==> config.mk <==
export PLATFORM = sky130hd
export DESIGN_NAME = gpio_port8
export DESIGN_NICKNAME = d
export VERILOG_FILES = /design/src/rtl/gpio_port_pkg.sv /design/src/rtl/gpio_ctrl_regs.sv /design/src/rtl/gpio_in_sync.sv /design/src/rtl/gpio_rd_port.sv /design/src/rtl/gpio_port8.sv
export SDC_FILE = /design/constraint.sdc
export NUM_CORES = 1
export LEC_CHECK = 0
export BUFFER_PORTS_ARGS = -buffer_cell sky130_fd_sc_hd__buf_2
export CORE_UTILIZATION = 50
export CTS_CLUSTER_SIZE = 8
export DETAILED_ROUTE_END_ITERATION = 10
export GPL_TIMING_DRIVEN = 0
export PLACE_DENSITY = 0.89
export SLEW_MARGIN = 20
export SYNTH_ARGS = -nofsm -noshare
export SYNTH_HDL_FRONTEND = slang
export SYNTH_SLANG_ARGS = --single-unit
==> constraint.sdc <==
create_clock -name clk -period 1.3 [get_ports clk]
set_input_delay 0.26 -clock clk [delete_from_list [all_inputs] [get_ports clk]]
set_output_delay 0.26 -clock clk [all_outputs]
set_load 0.1 [all_outputs]
==> src/rtl/gpio_port_pkg.sv <==
package gpio_port_pkg;
  localparam int unsigned ADDR_W = 2;

  typedef enum logic [ADDR_W-1:0] {
    SEL_DIR  = 2'd0,
    SEL_OUT  = 2'd1,
    SEL_PIN  = 2'd2,
    SEL_NONE = 2'd3
  } reg_sel_e;

  function automatic reg_sel_e decode_sel(input logic [ADDR_W-1:0] a);
    return reg_sel_e'(a);
  endfunction

  // Bus writes are accepted only when neither standby input is active.
  function automatic logic write_allowed(input logic hw, input logic sw);
    return !(hw || sw);
  endfunction
endpackage

==> src/rtl/gpio_ctrl_regs.sv <==
module gpio_ctrl_regs
  import gpio_port_pkg::*;
#(
  parameter int unsigned WIDTH = 8
) (
  input  logic              clk,
  input  logic              rst_n,
  input  logic              hw_stby,
  input  logic              sw_stby,
  input  logic              wr,
  input  logic [ADDR_W-1:0] addr,
  input  logic [WIDTH-1:0]  wdata,
  output logic [WIDTH-1:0]  dir_q,
  output logic [WIDTH-1:0]  odr_q,
  output logic              wr_dir_evt,
  output logic              wr_out_evt
);
  logic wr_ok;

  assign wr_ok      = wr && write_allowed(hw_stby, sw_stby);
  assign wr_dir_evt = wr_ok && (decode_sel(addr) == SEL_DIR);
  assign wr_out_evt = wr_ok && (decode_sel(addr) == SEL_OUT);

  always_ff @(posedge clk or negedge rst_n) begin
    if (!rst_n) begin
      dir_q <= '0;
      odr_q <= '0;
    end else if (hw_stby) begin
      dir_q <= '0;
      odr_q <= '0;
    end else begin
      if (wr_dir_evt) dir_q <= wdata;
      if (wr_out_evt) odr_q <= wdata;
    end
  end
endmodule

==> src/rtl/gpio_in_sync.sv <==
module gpio_in_sync #(
  parameter int unsigned WIDTH  = 8,
  parameter int unsigned STAGES = 2
) (
  input  logic             clk,
  input  logic             rst_n,
  input  logic [WIDTH-1:0] d,
  output logic [WIDTH-1:0] q
);
  logic [WIDTH-1:0] stg [STAGES];

  generate
    for (genvar s = 0; s < STAGES; s++) begin : g_stage
      if (s == 0) begin : g_first
        always_ff @(posedge clk or negedge rst_n) begin
          if (!rst_n) stg[s] <= '0;
          else        stg[s] <= d;
        end
      end else begin : g_next
        always_ff @(posedge clk or negedge rst_n) begin
          if (!rst_n) stg[s] <= '0;
          else        stg[s] <= stg[s-1];
        end
      end
    end
  endgenerate

  assign q = stg[STAGES-1];
endmodule

==> src/rtl/gpio_rd_port.sv <==
module gpio_rd_port
  import gpio_port_pkg::*;
#(
  parameter int unsigned WIDTH = 8
) (
  input  logic              clk,
  input  logic              rst_n,
  input  logic              rd,
  input  logic [ADDR_W-1:0] addr,
  input  logic [WIDTH-1:0]  odr_q,
  input  logic [WIDTH-1:0]  pin_q,
  output logic [WIDTH-1:0]  rdata
);
  logic [WIDTH-1:0] rd_mux;

  always_comb begin
    unique case (decode_sel(addr))
      SEL_OUT: rd_mux = odr_q;
      SEL_PIN: rd_mux = pin_q;
      default: rd_mux = '1;
    endcase
  end

  always_ff @(posedge clk or negedge rst_n) begin
    if (!rst_n)  rdata <= '0;
    else if (rd) rdata <= rd_mux;
  end
endmodule

==> src/rtl/gpio_port8.sv <==
module gpio_port8
  import gpio_port_pkg::*;
#(
  parameter int unsigned WIDTH       = 8,
  parameter int unsigned SYNC_STAGES = 2
) (
  input  logic              clk,
  input  logic              rst_n,
  input  logic              hw_stby,
  input  logic              sw_stby,
  input  logic [ADDR_W-1:0] bus_addr,
  input  logic              bus_wr,
  input  logic              bus_rd,
  input  logic [WIDTH-1:0]  bus_wdata,
  output logic [WIDTH-1:0]  bus_rdata,
  output logic [WIDTH-1:0]  pad_out,
  output logic [WIDTH-1:0]  pad_oe,
  input  logic [WIDTH-1:0]  pad_in
);
  logic [WIDTH-1:0] dir_q;
  logic [WIDTH-1:0] odr_q;
  logic [WIDTH-1:0] pin_q;
  logic             wr_dir_evt;
  logic             wr_out_evt;

  gpio_ctrl_regs #(.WIDTH(WIDTH)) u_regs (
    .clk        (clk),
    .rst_n      (rst_n),
    .hw_stby    (hw_stby),
    .sw_stby    (sw_stby),
    .wr         (bus_wr),
    .addr       (bus_addr),
    .wdata      (bus_wdata),
    .dir_q      (dir_q),
    .odr_q      (odr_q),
    .wr_dir_evt (wr_dir_evt),
    .wr_out_evt (wr_out_evt)
  );

  gpio_in_sync #(.WIDTH(WIDTH), .STAGES(SYNC_STAGES)) u_sync (
    .clk   (clk),
    .rst_n (rst_n),
    .d     (pad_in),
    .q     (pin_q)
  );

  gpio_rd_port #(.WIDTH(WIDTH)) u_rd (
    .clk   (clk),
    .rst_n (rst_n),
    .rd    (bus_rd),
    .addr  (bus_addr),
    .odr_q (odr_q),
    .pin_q (pin_q),
    .rdata (bus_rdata)
  );

  assign pad_oe  = hw_stby ? '0 : dir_q;
  assign pad_out = odr_q;
endmodule

==> key figures <==
Setup path
  • Reg2reg setup slack: approximately 0.35 ns
  • Worst-path cell chain: nand2b_1 -> clkinvlp_4 -> buf_6
  • FF-to-FF Start: u_regs.dir_q[7]$_DFFE_PN0P_
  • Worst Setup SP: u_regs.dir_q[7]$_DFFE_PN0P_
  • WS Path Type: reg2out
  • CP max stage cell: dfrtp_1
  • Worst setup SP type: flip-flop
  • RR Endpoint: u_regs.dir_q[7]$_DFFE_PN0P_
  • Crit-path max cell delay: about 0.4 ns
  • Crit path max fanout: 2
  • CP required: 1.04 ns
  • Setup crit end kind: output pin
  • Critical path arrival: approximately 1.2 ns
  • Worst Reg-to-Reg Cells: 4
  • CP endpoint: pad_oe[7]

Power and ir drop
  • Max IR drop VDD: between 0.7 and 0.8 mV
  • Leakage: approximately 1 nW
  • Pwr per Cell Area: roughly 1100 nW/um^2

GRT
  • Gr usage total: a little under a quarter
  • Congestion Overflow GR: 0
  • First-pass GRT wire length: slightly below 6000 um
  • Vias in the first global route: roughly 1300
  • Initial antenna violation count: 0
  • Largest net degree at the start of global routing: between 40 and 50

Detailed routing
  • Detailed Routing Iterations Pass 1: 4
  • ANT nets after route: 0
  • Iter 0 DRT Violations: 25
  • Final WL: 3676 um
  • Detail-routed via count per cell: 4.943
  • Routed vias: around 1200
  • DRC: 0
  • DR WL/cell: 15.00 um

Placed design
  • Port Buffer Count: 46
  • Placed Cells: around 220
  • HPWL Detailed: 2298 um
  • Pre-CTS setup slack: -0.2639 ns
  • GPL Wtd Cong: between 0.7 and 0.8
  • Post-place instance area: approximately 1900 um^2

Worst hold path
  • HP Class: in2async

Finish
  • Multi-input gate area: 501.7 um^2
  • P&R area growth vs syn: 43.87%
  • Share of layout cells above drive strength 1: 43.28%
  • Fin nets: 227
  • Post-Layout Cell Count: 245
  • Layout fillers: just under 200
  • Storage element area: approximately 1000 um^2
  • Finished layout cell area: around 2300 um^2
  • # diodes: 0
  • Core Util, Final: roughly 76%

Yosys
  • Mean Syn Cell Area: roughly 12 um^2
  • Ys Warns: 0
  • Seq/Total Area, Yosys: ~63%
  • Yosys cell types: 15
  • FF+latch count, synth: 40
  • Syn_nets: ~160
  • Mapped cell area: between 1500 and 2000 um^2
  • Post-Syn Instances: 128

Timing
  • Final hold vios: 2
  • Post-layout minimum cycle time: roughly 1.5 ns
  • Sum Neg Setup Slack: -0.9831 ns
  • Final worst slack: -0.1773 ns
  • Worst Skew: a little over 0.009 ns
  • Final critical-path share of the clock period: 113.6%
  • Max Freq: approximately 680 MHz
  • Final Setup Violations: 8
  • Max Slew Vio Count: 0
  • Fin Hold WS: -0.006217 ns
  • Slew @ Worst Pin: approximately 0.85 ns
  • RSZ-0062 raised after global routing: true
  • Max_slew headroom: ~43%

Job
  • Max-cap viol count: 0

Clock tree
  • CTS tree: done
  • Clock slew at reported path FFs: 0.12 ns
  • Clock sinks: 40
  • TritonCTS Buffers: 5
  • Root buf cell: clkbuf_4
  • CTS Buffer Depth: 2
  • Later-pin clock latency in the skew report: between 0.3 and 0.4 ns
  • H-tree depth: 2

Run status
  • Status: finished with violations
  • Failing checks: hold timing, setup timing

Floorplanning
  • Die area: roughly 3400 um^2
  • Core area: 3028 um^2
  • Starting Density: between 50% and 60%
  • Die W: around 58 um
  • Ports: 48
  • DIE HEIGHT: between 50 and 60 um
  • Rows: 20
==> state kept, by name, summed over array words and instances, names as in the netlist <==
name and flops:
u_sync.stg 8, u_rd.rdata 8, u_regs.dir_q 8, u_regs.odr_q 8, u_sync.q 8
==> power by group <==
group | leakage [nW] | internal [W] | total, W | switching (W)
sequential | 0.482 | 0.00131 | 0.00135 | 0.0000428
combinational | 0.518 | 0.000184 | 0.000610 | 0.000426
clock | 0.0282 | 0.000209 | 0.000601 | 0.000392
total | 1.03 | 0.00170 | 0.00256 | 0.000861
==> worst min-delay path by stage <==
stage	endpoint
after floorplan	u_rd.rdata[0]$_DFFE_PN0P_
after global placement	u_sync.q[2]$_DFF_PN0_
after detailed placement	u_sync.q[7]$_DFF_PN0_
after CTS	u_regs.dir_q[1]$_DFFE_PN0P_
after global routing	u_regs.dir_q[2]$_DFFE_PN0P_
final	u_regs.dir_q[2]$_DFFE_PN0P_
==> synthesized netlist by cell type, drive strengths merged <==
master	n	share of area [%]
and3b	2	1.1
nand2b	24	9.4
buf	6	2.8
ha	3	2.4
inv	10	2.4
and2	1	0.39
clkbuf	2	0.47
nor2	8	1.9
mux2i	16	10
a22oi	8	3.8
dfrtp	40	63
a21oi	8	2.5
==> area by class of cell <==
type | instances | area share [%]
sequential | 40 | 44.15
timing repair buffer | 65 | 23.88
multi-input combinational | 70 | 21.91
inverter | 10 | 2.951
tap | 44 | 2.404
buffer | 8 | 2.350
clock buffer | 6 | 1.803
clock inverter | 2 | 0.5464
==> routing by layer <==
metal / wire length [um] / global-route usage, %
met1: 1425 / 26.08
met2: 2054 / 43.19
met3: 116 / 5.055
met4: 80 / 13.61
met5: 0 / 0
==> layout by cell type (no fill, tap or decap) <==
cell            n
dfrtp_1        32
buf_6          25
nand2b_1       24
buf_2          24
mux2i_1        16
buf_4          12
clkinvlp_4      9
a22oi_1         8
nor2_1          8
a21oi_1         8
dlygate4sd3_1   8
dfrtp_2         8
clkbuf_4        5
ha_1            3
inv_1           2
clkbuf_2        2
and3b_1         2
buf_1           1
and2_0          1
clkbuf_1        1
clkinv_2        1
buf_8           1
==> worst max-delay path: cells and delay by family (launching register included) <==
family	cells	cell delay (ns)
buffers and inverters	2	0.32
DFF	1	0.40
and+or+nand+nor	1	0.15
==> cell families after synthesis <==
group	count (synthesis)	synth area share, %
muxes	16	10.06
and+or+nand+nor	35	12.81
AOI/OAI and AO/OA	16	6.290
DFF	40	62.89
adders and majority gates	3	2.359
buffers and inverters	18	5.582
==> repair_timing <==
action,CTS,global route
hold buffers,8,0
resized for setup,44,7
endpoints found under the setup margin,24,15
setup buffers,8,3
endpoints found under the hold margin,8,0
==> stage by stage <==
step                hold WS [ns]  power (W)
global placement          0.3320   0.001874
CTS                      0.02355   0.002557
detailed placement        0.3362   0.001890
finish                 -0.006217   0.002564
floorplan               -0.03559   0.001756
global route             0.07050   0.002678
Power figures use the tool's default switching activity.
